File: src/rtl/csum_pkg.sv
package csum_pkg;
  // Strobes from the sequencer to the accumulator datapath.
  typedef struct packed {
    logic clearAcc;   // new job: zero sum, latch tail size
    logic addEn;      // a payload word is valid this cycle
    logic lastWord;   // the valid word is the final one
    logic foldEn;     // fold carries back into the low 16 bits
    logic capture;    // store inverted sum in the result register
  } dpCtl_t;

  typedef enum logic [1:0] {
    ST_IDLE = 2'd0,
    ST_RUN  = 2'd1,
    ST_FOLD = 2'd2
  } ctlState_t;

  localparam logic [4:0] OFS_ADDR   = 5'h00;
  localparam logic [4:0] OFS_LEN    = 5'h04;
  localparam logic [4:0] OFS_CTRL   = 5'h08;
  localparam logic [4:0] OFS_STATUS = 5'h0C;
  localparam logic [4:0] OFS_RESULT = 5'h10;
endpackage

File: src/rtl/csum_ctrl.sv
module csum_ctrl
  import csum_pkg::*;
#(
  parameter int ADDR_W = 32,
  parameter int LEN_W  = 16
) (
  input  logic              clk,
  input  logic              rstN,
  input  logic              startPulse,
  input  logic [ADDR_W-1:0] startAddr,
  input  logic [LEN_W-1:0]  lenBytes,
  input  logic              memWait,
  input  logic              memRdValid,
  input  logic              foldDone,
  output logic              memReq,
  output logic [ADDR_W-1:0] memAddr,
  output logic              busy,
  output logic              doneSet,
  output dpCtl_t            dpCtl
);
  localparam int CNT_W = LEN_W - 1;

  ctlState_t        state;
  logic [CNT_W-1:0] issueLeft;
  logic [CNT_W-1:0] recvLeft;
  logic [CNT_W-1:0] wordCount;
  logic             accepted;

  assign wordCount = CNT_W'(lenBytes[LEN_W-1:2]) + CNT_W'(lenBytes[1:0] != 2'b00);
  assign memReq    = (state == ST_RUN) && (issueLeft != '0);
  assign accepted  = memReq && !memWait;
  assign busy      = (state != ST_IDLE);

  always_comb begin
    dpCtl          = '0;
    dpCtl.clearAcc = (state == ST_IDLE) && startPulse;
    dpCtl.addEn    = (state == ST_RUN) && memRdValid && (recvLeft != '0);
    dpCtl.lastWord = (recvLeft == CNT_W'(1));
    dpCtl.foldEn   = (state == ST_FOLD);
    dpCtl.capture  = (state == ST_FOLD) && foldDone;
    doneSet        = dpCtl.capture;
  end

  always_ff @(posedge clk or negedge rstN) begin
    if (!rstN) begin
      state     <= ST_IDLE;
      issueLeft <= '0;
      recvLeft  <= '0;
      memAddr   <= '0;
    end else begin
      case (state)
        ST_IDLE: if (startPulse) begin
          state     <= ST_RUN;
          issueLeft <= wordCount;
          recvLeft  <= wordCount;
          memAddr   <= startAddr;
        end
        ST_RUN: begin
          if (accepted) begin
            issueLeft <= issueLeft - CNT_W'(1);
            memAddr   <= memAddr + ADDR_W'(4);
          end
          if (recvLeft == '0) begin
            state <= ST_FOLD;
          end else if (memRdValid) begin
            recvLeft <= recvLeft - CNT_W'(1);
            if (recvLeft == CNT_W'(1)) state <= ST_FOLD;
          end
        end
        ST_FOLD: if (foldDone) state <= ST_IDLE;
        default: state <= ST_IDLE;
      endcase
    end
  end
endmodule

File: src/rtl/csum_datapath.sv
module csum_datapath
  import csum_pkg::*;
#(
  parameter int LEN_W = 16
) (
  input  logic        clk,
  input  logic        rstN,
  input  dpCtl_t      dpCtl,
  input  logic [1:0]  tailIn,
  input  logic [31:0] memRdData,
  output logic        foldDone,
  output logic [15:0] result
);
  // Worst case: 2^(LEN_W-2) words each adding below 2^17.
  localparam int NEED_W = LEN_W + 15;
  localparam int ACC_W  = (NEED_W > 34) ? NEED_W : 34;

  logic [ACC_W-1:0] acc;
  logic [1:0]       tailBytes;
  logic [31:0]      laneMask;
  logic [31:0]      maskedWord;

  always_comb begin
    laneMask = 32'hFFFF_FFFF;
    if (dpCtl.lastWord && tailBytes != 2'b00)
      laneMask = ~(32'hFFFF_FFFF >> (6'd8 * {4'd0, tailBytes}));
    maskedWord = memRdData & laneMask;
  end

  assign foldDone = (acc[ACC_W-1:16] == '0);

  always_ff @(posedge clk or negedge rstN) begin
    if (!rstN) begin
      acc       <= '0;
      tailBytes <= '0;
      result    <= '0;
    end else begin
      if (dpCtl.clearAcc) begin
        acc       <= '0;
        tailBytes <= tailIn;
      end else if (dpCtl.addEn) begin
        acc <= acc + ACC_W'(maskedWord[31:16]) + ACC_W'(maskedWord[15:0]);
      end else if (dpCtl.foldEn && !foldDone) begin
        acc <= ACC_W'(acc[15:0]) + ACC_W'(acc[ACC_W-1:16]);
      end
      if (dpCtl.capture) result <= ~acc[15:0];
    end
  end
endmodule

File: src/rtl/csum_engine.sv
module csum_engine
  import csum_pkg::*;
#(
  parameter int ADDR_W = 32,
  parameter int LEN_W  = 16
) (
  input  logic        clk,
  input  logic        rstN,
  input  logic [4:0]  regAddr,
  input  logic        regWrEn,
  input  logic [31:0] regWrData,
  output logic [31:0] regRdData,
  output logic        memReq,
  output logic [31:0] memAddr,
  input  logic        memWait,
  input  logic        memRdValid,
  input  logic [31:0] memRdData
);
  logic [ADDR_W-1:0] baseReg;
  logic [LEN_W-1:0]  lenReg;
  logic              doneFlag;
  logic              busy;
  logic              doneSet;
  logic              foldDone;
  logic              startPulse;
  logic              ctrlWr;
  logic [15:0]       result;
  logic [ADDR_W-1:0] rdAddr;
  dpCtl_t            dpCtl;

  assign ctrlWr     = regWrEn && (regAddr == OFS_CTRL);
  assign startPulse = ctrlWr && regWrData[0] && !busy;

  always_ff @(posedge clk or negedge rstN) begin
    if (!rstN) begin
      baseReg  <= '0;
      lenReg   <= '0;
      doneFlag <= 1'b0;
    end else begin
      if (regWrEn && regAddr == OFS_ADDR) baseReg <= {regWrData[ADDR_W-1:2], 2'b00};
      if (regWrEn && regAddr == OFS_LEN)  lenReg  <= regWrData[LEN_W-1:0];
      if (doneSet)                                doneFlag <= 1'b1;
      else if (startPulse || (ctrlWr && regWrData[1])) doneFlag <= 1'b0;
    end
  end

  always_comb begin
    case (regAddr)
      OFS_ADDR:   regRdData = 32'(baseReg);
      OFS_LEN:    regRdData = 32'(lenReg);
      OFS_STATUS: regRdData = {30'd0, doneFlag, busy};
      OFS_RESULT: regRdData = {16'd0, result};
      default:    regRdData = '0;
    endcase
  end

  csum_ctrl #(.ADDR_W(ADDR_W), .LEN_W(LEN_W)) uCtrl (
    .clk(clk), .rstN(rstN), .startPulse(startPulse), .startAddr(baseReg),
    .lenBytes(lenReg), .memWait(memWait), .memRdValid(memRdValid),
    .foldDone(foldDone), .memReq(memReq), .memAddr(rdAddr), .busy(busy),
    .doneSet(doneSet), .dpCtl(dpCtl)
  );

  csum_datapath #(.LEN_W(LEN_W)) uDp (
    .clk(clk), .rstN(rstN), .dpCtl(dpCtl), .tailIn(lenReg[1:0]),
    .memRdData(memRdData), .foldDone(foldDone), .result(result)
  );

  assign memAddr = 32'(rdAddr);
endmodule

File: config.mk
export PLATFORM = sky130hd
export DESIGN_NAME = csum_engine
export DESIGN_NICKNAME = d
export VERILOG_FILES = /design/src/rtl/csum_pkg.sv /design/src/rtl/csum_ctrl.sv /design/src/rtl/csum_datapath.sv /design/src/rtl/csum_engine.sv
export SDC_FILE = /design/constraint.sdc
export NUM_CORES = 1
export LEC_CHECK = 0
export ABC_AREA = 0
export BUFFER_PORTS_ARGS = -buffer_cell sky130_fd_sc_hd__buf_2
export CAP_MARGIN = 10
export CORE_ASPECT_RATIO = 0.8
export CORE_MARGIN = 8
export CORE_UTILIZATION = 35
export CTS_CLUSTER_SIZE = 25
export DETAILED_ROUTE_END_ITERATION = 7
export GPL_TIMING_DRIVEN = 0
export SKIP_CTS_REPAIR_TIMING = 1
export SYNTH_ARGS = -nofsm -noshare
export SYNTH_HDL_FRONTEND = slang
export SYNTH_SLANG_ARGS = --single-unit
File: constraint.sdc
create_clock -name clk -period 5.7 [get_ports clk]
set_input_delay 1.14 -clock clk [delete_from_list [all_inputs] [get_ports clk]]
set_output_delay 1.14 -clock clk [all_outputs]
set_load 0.01 [all_outputs]
* Word-level counts from Yosys, hierarchy flattened
Index checks and enable logic that the tools add are counted.
Storage, ports and cells: register bits 163, input bits 74, output and inout port bits 65, logic and storage cells 90
Cells by class: add/subtract/negate cells 7, equality and inequality tests 14, shifts and indexed selects 1, muxes and demuxes 22, bitwise logic cells 3, reductions and logical operators 33
Operator list (count):
- one-hot mux 32 bit (4 select lines) | 1
- two-way mux 34 bit | 3
- two-way mux 32 bit | 3
- adder 34 x 16 -> 34 bit | 2
- one-hot mux 32 bit (2 select lines) | 1
- two-way mux 15 bit | 4
- one-hot mux 15 bit (2 select lines) | 2
- adder 32 x 3 -> 32 bit, second input constant | 1
- AND 32 bit | 1
- inverter 32 bit | 1
- >> shifter 32 x 5 -> 32 bit, first input constant | 1
- nonzero test 15 bit | 2
- subtractor 15 x 1 -> 15 bit, second input constant | 2
- adder 16 x 18 -> 19 bit | 1
- logical NOT 18 bit | 1
- inverter 16 bit | 1
- adder 14 x 1 -> 15 bit | 1
- == test 15 x 1 -> 1 bit, second input constant | 1
- logical NOT 15 bit | 1
- logical AND 1 bit | 14
- == test 5 x 4 -> 1 bit, second input constant | 2
- two-way mux 2 bit | 5
- nonzero test 2 bit | 5
- != test 2 bit, second input constant | 4
- other kinds (16) | 20

* Logic depth before layout (Yosys ltp)
Gate-level depths: netlist (run 1).
depth after elaboration 8, mapped depth 19, mapped depth without buffers 17

* Modules after synthesis
From an unflattened synthesis (run 1), not the netlist that was laid out.
Second synthesis, totals: cell total of the unflattened synthesis 1194, area total of the unflattened synthesis 11149.4 um^2
By module, submodules not included:
- csum_datapath | times used 1, cells an instance 507, area an instance 4636.9 um^2, seq. area each 1301.2 um^2
- csum_ctrl | times used 1, cells an instance 519, area an instance 4087.7 um^2, seq. area each 1601.5 um^2
- csum_engine | times used 1, cells an instance 168, area an instance 2424.8 um^2, seq. area each 1176.1 um^2

* Least setup slack after synthesis (run 1)
Ideal clock, no wire load.
path type flip-flop to flip-flop, from register uCtrl.recvLeft[6], to register uDp.acc[25], library setup time 87 ps, arrival 4631 ps, path slack 982 ps, stages on the path, launching flop included 19, clock period less this slack 4718 ps, cells stage by stage dfrtp_1 > or4_1 > buf_2 > nor2_1 > nand4b_1 > or3_1 > clkbuf_1 > and2_1 > fa_1 > ha_1 > inv_1 > fa_1 > and2b_1 > o2111ai_1 > a21o_1 > o211ai_1 > nand4b_1 > or4_1 > o211ai_1
Between the ends: cells in the longest elaborated chain, start to end 8, elaborated cells between the ends (all ways) 11, classes of those cells add/sub (2); eq/ne (1); mux (3); bitwise (1); reduce/logical (4)
RTL lines:
- from (decl) | line csum_ctrl.sv:25 | logic [CNT_W-1:0] recvLeft;
- from (signal assigned) | line csum_ctrl.sv:55 | recvLeft <= wordCount;
- from (signal assigned) | line csum_ctrl.sv:66 | recvLeft <= recvLeft - CNT_W'(1);
- == test 15 x 1 -> 1 bit | line csum_ctrl.sv:38 | dpCtl.lastWord = (recvLeft == CNT_W'(1));
- logical AND 1 bit | line csum_datapath.sv:25 | if (dpCtl.lastWord && tailBytes != 2'b00)
- two-way mux 32 bit | line csum_datapath.sv:25
- AND 32 bit | line csum_datapath.sv:27 | maskedWord = memRdData & laneMask;
- adder 34 x 16 -> 34 bit (2 in a row) | line csum_datapath.sv:42 | acc <= acc + ACC_W'(maskedWord[31:16]) + ACC_W'(maskedWord[15:0]);
- two-way mux 34 bit | line csum_datapath.sv:41 | end else if (dpCtl.addEn) begin
- two-way mux 34 bit | line csum_datapath.sv:38 | if (dpCtl.clearAcc) begin
- to (signal assigned) | line csum_datapath.sv:42
- to (signal assigned) | line csum_datapath.sv:44 | acc <= ACC_W'(acc[15:0]) + ACC_W'(acc[ACC_W-1:16]);
- to (decl) | line csum_datapath.sv:18 | logic [ACC_W-1:0] acc;
Several ways; a longest one is shown, not always the timed one. A chain may end at the register's enable or synchronous reset.

* Worst setup path in the final report (run 1)
from register uCtrl.recvLeft[4], to register uDp.acc[25]
The elaborated chain is that of the path after synthesis.

==> results.toml, run 1 <==
[clocking]
clk_pin_slew_ns = 0.07
clk_latency_ns = 0.45
cts_buffer_depth = 2
clock_sinks = 161
htreeDepth = 4
cts_tree = "done"
root_buffer = "clkbuf_16"
cts_buffers = 17

[setup_path]
r2r-start = "uCtrl.recvLeft[4]"
cp_top_family = "simple AND/OR/NAND/NOR gates"
crit_path_top_delay_cell = "or3_1"
path_depth = 17
endpoint = "uDp.acc[25]"
r2r_cells = 17
rrSetupSlack_ns = 0.32
cp.required_ns = 6.06
reg2reg_to = "uDp.acc[25]"
path_cells = "or4_1, buf_2, nor2_1, nand4b_1, or3_1, and2_1, fa_1, ha_1, inv_1, fa_1, and2b_1, o2111ai_1, a21o_1, o211ai_1, nand4b_1, or4_1, o211ai_1"
start_kind = "register"
crit_fanout = 8
path_buf_inv = 2
crit_start = "uCtrl.recvLeft[4]"
slowest_delay_ns = 0.54
crit_arrival_ns = 5.74
endpoint_kind = "register"
timing_worst_setup_path_type = "register to register"

[drt]
routed_wl_um = 37700
drtIter0Drc = 1130
vias = 10300
viasPerCell = 5.65
drc = 0
ant_nets = 0
dr.pass1.iters = 6
wire_per_inst_um = 20.7

[synth]
yosys.area_share.simple_pct = 18.2
synthTopCellsByCount = "161 x dfrtp_1, 161 x nand2_1, 107 x o21ai_0, 103 x a21oi_1, 90 x inv_1"
synth_area_um2 = 10700
synth_area_leaders = "dfrtp_1 37%, nand2_1 5.6%, o21ai_0 5.0%"
synth_edf_count = 0
muxShareOfSynthArea_pct = 5.19
ys.flop_type = "dfrtp_1"
synth-xor-area-share_pct = 3.34
avgSynthCellArea_um2 = 8.70
yosys.cell_types.count = 81
synth_top_family_by_area = "compound AO/OA/AOI/OAI gates"
synth-async-reset-ratio_pct = 100
synth_top_area_cell = "dfrtp_1"
synthAdderAreaFrac_pct = 7.89
yosys_warnings = 0
synth_compound_area_share_pct = 21.8
yosysSeqAreaShare_pct = 37.5
netlist_instances = 1235
synth_top_area_share_pct = 37.5
ys_ff_latch = 161

[die]
die_area_um2 = 36600
fp.coreArea_um2 = 30300
die_w_um = 212
rows = 57
start_util_pct = 35.5
die_y_um = 173
top_level_ports = 139

[sta]
setup-violations-final = 0
rsz0062_at_grt = "no"
worstMarginPinSlew_ns = 1.27
relSlewSlack_pct = 14.4
finalHoldViolCount = 0
layout_min_cycle_time_ns = 5.38
finClkSkew_ns = 0.0142
slew_violations = 0
fmax_mhz = 186
fin_tns_setup_ns = 0
final.period_utilization_pct = 94.4

[place]
finalWeightedCongestion = 0.931
dp_cells = 1785
placed_area_um2 = 12000
io_buffers = 135
detailed_place_hpwl_um = 28900

[power_and_ir_drop]
power.static_leakage_nw = 5.88
swShare_pct = 46.2
intPower_w = 0.00315
power_frac_comb_pct = 47.0
ir_drop_mv = 0.251
power.share.sequential_pct = 33.9
power_density_nw_per_um2 = 467
pwr-share-clk_pct = 19.1
net-switching-power_w = 0.00270

[layout]
instances_no_fill = 1820
fin_nets = 1523
finalInstanceArea_um2 = 12500
drive_above_1_share_pct = 19.6
syn_to_final_growth_pct = 16.8

[global_route]
grt_pass1_vias = 9705
antenna_found_initial = 4
overflow = 0
grt_first_pass_wirelength_um = 58100
grt_usage_pct = 20.3
grt_max_degree = 116

[job]
max_cap_violations = 0

[outcome]
status = "finished, final reports clean"

[worst_hold_path]
hp-class = "register to register"
-- metal layers --
metal / routed length, um / track usage (%) / vias up
li1: - / - / 4777
met1: 17300 / 28.9 / 5032
met2: 16800 / 30.5 / 416
met3: 2870 / 4.46 / 55
met4: 694 / 5.35 / 4
met5: 23 / 0 / -
-- placed cells by master (no fill, tap or decap), types with 7 or more instances in the layout --
master     Yosys  layout
a21o_1        10      10
a21oi_1      103     103
a222oi_1      14      14
a31oi_1       24      24
and2_1         7       7
and3_1        29      29
buf_2         19     153
buf_4          6       8
clkbuf_1      38      37
clkbuf_16      0      17
dfrtp_1      161     161
fa_1          18      18
ha_1          39      39
inv_1         90      90
mux2_2        46      46
nand2_1      161     161
nand3_1       23      23
nand4_1       18      18
nor2_1        74      74
nor3_1        25      25
nor4_1         9       9
o211ai_1      11      11
o21ai_0      107     107
o22a_1        10      10
o22ai_1       20      20
or2_2          9       9
or4_1          9       9
xnor2_1       21      21
xor2_1        20      20
-- tightest hold or removal path, stage by stage (launching register included) --
cell	delay, ns
dfrtp_1	0.34
nand2_1	0.05
o21ai_0	0.06
-- logic make-up (layout without fill, tap and decap cells) --
| family | after synthesis | in the layout |
|---|---|---|
| XOR/XNOR | 41 | 41 |
| other | 1 | 4 |
| buffers and inverters | 156 | 325 |
| multiplexers | 50 | 50 |
| adder cells (fa/ha/maj) | 57 | 57 |
| flip-flops | 161 | 161 |
| AND/OR/NAND/NOR | 401 | 401 |
| AO/OA/AOI/OAI | 368 | 368 |
-- state kept, by name (all words and copies together), names as in the netlist --
signal	cells
uDp.acc	34
baseReg	30
uCtrl.memAddr	30
lenReg	16
uDp.result	16
uCtrl.issueLeft	15
uCtrl.recvLeft	15
uCtrl.state	2
uDp.tailBytes	2
doneFlag	1
-- through the flow --
stage	setup WS (ns)	hold WS, ns	power (W)	util (%)
floorplan	0.982	0.443	0.00374	-
global placement	0.245	0.464	0.00465	39.4
detailed placement	0.217	0.470	0.00469	39.5
CTS	0.180	0.484	0.00582	41.3
global route	0.0283	0.514	0.00627	41.4
finish	0.317	0.488	0.00586	41.4
-- power groups by stage --
stage | clock [W] | sequential, W | combinational [W]
2_1_floorplan | 0 | 0.00184 | 0.00190
6_report | 0.00112 | 0.00199 | 0.00275
3_3_place_gp | 0 | 0.00198 | 0.00267
3_5_place_dp | 0 | 0.00198 | 0.00271
5_1_grt | 0.00118 | 0.00203 | 0.00306
4_1_cts | 0.00113 | 0.00197 | 0.00272
-- cell type report --
cell class                      count  area [um^2]
Sequential cell                   161         4030
Inverter                           90          338
Clock buffer                       17          425
Multi-Input combinational cell    919         6080
Tap cell                          413          517
Fill cell                        3073        17800
Timing Repair Buffer              138          728
Clock inverter                     15          126
Antenna cell                        2         5.00
Buffer                             65          305
-- how the worst min path moves through the flow --
stage,cells past startpoint,end,slack [ns],start
after global placement,2,uCtrl.recvLeft[10],0.46,uCtrl.recvLeft[10]
after floorplan,2,uCtrl.recvLeft[10],0.44,uCtrl.recvLeft[10]
final,2,uCtrl.recvLeft[10],0.49,uCtrl.recvLeft[10]
after detailed placement,2,uCtrl.recvLeft[10],0.47,uCtrl.recvLeft[10]
after CTS,2,uCtrl.recvLeft[10],0.48,uCtrl.recvLeft[10]
after global routing,2,uDp.result[2],0.51,uDp.result[2]
(Power assumes the default switching activity.)
==> run 2, diff against run 1 <==
- CORE_ASPECT_RATIO: 0.8 -> 1.5
- CTS_CLUSTER_DIAMETER: not set -> 120
==> run 2 against run 1 <==
Effect of this change: clock power barely moved; register-to-register slack got worse by 0.05 ns; sequential cell count did not move; maximum frequency fell by 0.86%; clock-buffer cell count rose by 4; non-clock buffer count rose by 1; via count rose by 1.2%; die area rose by 0.22%; combinational power barely moved; global-route usage rose by 0.67 points; first-iteration DRC count fell by 14%; critical path depth rose by 1; largest power group unchanged.
==> results.toml, run 2 (same netlist as run 1, synthesis figures left out) <==
[outcome]
status = "finished, final reports clean"

[clocking]
cts_buffers = 17
cts_tree = "done"
clock_sinks = 161
cts_buffer_depth = 2
root_buffer = "clkbuf_16"
htreeDepth = 4
clk_latency_ns = 0.45
clk_pin_slew_ns = 0.06

[global_route]
grt_usage_pct = 20.9
antenna_found_initial = 2
overflow = 0
grt_first_pass_wirelength_um = 59600
grt_max_degree = 90
grt_pass1_vias = 10400

[setup_path]
timing_worst_setup_path_type = "register to register"
slowest_delay_ns = 0.57
crit_arrival_ns = 5.79
start_kind = "register"
crit_path_top_delay_cell = "or3_1"
endpoint_kind = "register"
crit_fanout = 8
cp.required_ns = 6.06
path_cells = "or4_1, buf_2, nor2_1, nand4b_1, or3_1, and2_1, fa_1, ha_1, inv_1, fa_1, and2b_1, o2111ai_1, a21o_1, o211ai_1, nand4b_1, buf_4, or4_1, o211ai_1"

[die]
top_level_ports = 139
die_y_um = 231
die_w_um = 159
start_util_pct = 35.5
rows = 78
fp.coreArea_um2 = 30300
die_area_um2 = 36700

[layout]
regMostFlops = "uDp.acc"
syn_to_final_growth_pct = 17.0
reg_top3 = "uDp.acc (34), baseReg (30), uCtrl.memAddr (30)"
drive_above_1_share_pct = 19.6
fin_util_pct = 41.6
largest_reg_flops = 34
fin_nets = 1524
finalInstanceArea_um2 = 12600
layout_common_cells = "161 x nand2_1, 161 x dfrtp_1, 153 x buf_2"

[place]
finalWeightedCongestion = 0.941
io_buffers = 135
detailed_place_hpwl_um = 30400
placed_area_um2 = 12000

[drt]
vias = 10400
drc = 0
drtIter0Drc = 971
ant_nets = 0
routed_wl_um = 38900
dr.pass1.iters = 6
viasPerCell = 5.76
wire_per_inst_um = 21.5

[power_and_ir_drop]
power.static_leakage_nw = 5.89
ir_drop_mv = 0.254
power_density_nw_per_um2 = 470

[sta]
layout_min_cycle_time_ns = 5.43
slew_violations = 0
fmax_mhz = 184
relSlewSlack_pct = 23.6
finClkSkew_ns = 0.0118
finalHoldViolCount = 0
rsz0062_at_grt = "no"
fin_tns_setup_ns = 0
setup-violations-final = 0
final.period_utilization_pct = 95.3
worstMarginPinSlew_ns = 1.14

[worst_hold_path]
hp-class = "register to register"

[job]
max_cap_violations = 0
run 2: changes by cell type in the layout (fill, tap and decap cells not counted), sizes merged:
cell / before / now
bufinv: 0 / 1
clkinv: 6 / 4
inv: 97 / 91
clkinvlp: 2 / 5
clkbuf: 54 / 59
run 2: final cells by class:
cell class	count	area (um^2)
flip-flops and latches	161	4030
well taps	400	500
plain buffers	65	305
inverters	90	338
clock buffers	21	480
repair buffers	139	736
multi-input cells	919	6080
diodes	2	5.00
fillers	3125	17700
clock inverters	11	104
run 2: per-layer routing:
layer | track usage [%] | routed length [um]
met5 | 0 | 0
met4 | 13.2 | 2210
met3 | 3.60 | 2270
met2 | 38.7 | 20300
met1 | 21.6 | 14100
run 2: per-stage QoR:
stage | total power (W) | setup slack, ns | instances | hold slack [ns]
CTS | 0.00588 | 0.161 | 1804 | 0.489
finish | 0.00591 | 0.270 | 1808 | 0.488
global placement | 0.00467 | 0.222 | 1771 | 0.462
floorplan | 0.00374 | 0.982 | 1236 | 0.443
global route | 0.00630 | 0.0404 | 1807 | 0.522
detailed placement | 0.00472 | 0.204 | 1772 | 0.474
run 2: critical path: cells and delay by family (launching register included):
| family | cells | cell delay, ns |
|---|---|---|
| flops | 1 | 0.42 |
| simple gates | 8 | 2.59 |
| buf+inv | 3 | 0.40 |
| fa+ha+maj | 3 | 1.06 |
| compound gates | 4 | 0.87 |
run 2: power breakdown:
group | switching, W | internal (W)
clock | 0.000501 | 0.000648
sequential | 0.000482 | 0.00150
combinational | 0.00169 | 0.00109
run 2: worst paths after layout:
check | from | endpoint | slack (ns) | cells past startpoint
min reg2reg | uCtrl.recvLeft[10] | uCtrl.recvLeft[10] | 0.49 | 2
max in group asynchronous | rstN | uDp.acc[25] | 4.20 | 2
max | uCtrl.recvLeft[6] | uDp.acc[25] | 0.27 | 18
max reg2reg | uCtrl.recvLeft[6] | uDp.acc[25] | 0.27 | 18
min in group asynchronous | rstN | uCtrl.memAddr[2] | 0.68 | 1
min | uCtrl.recvLeft[10] | uCtrl.recvLeft[10] | 0.49 | 2
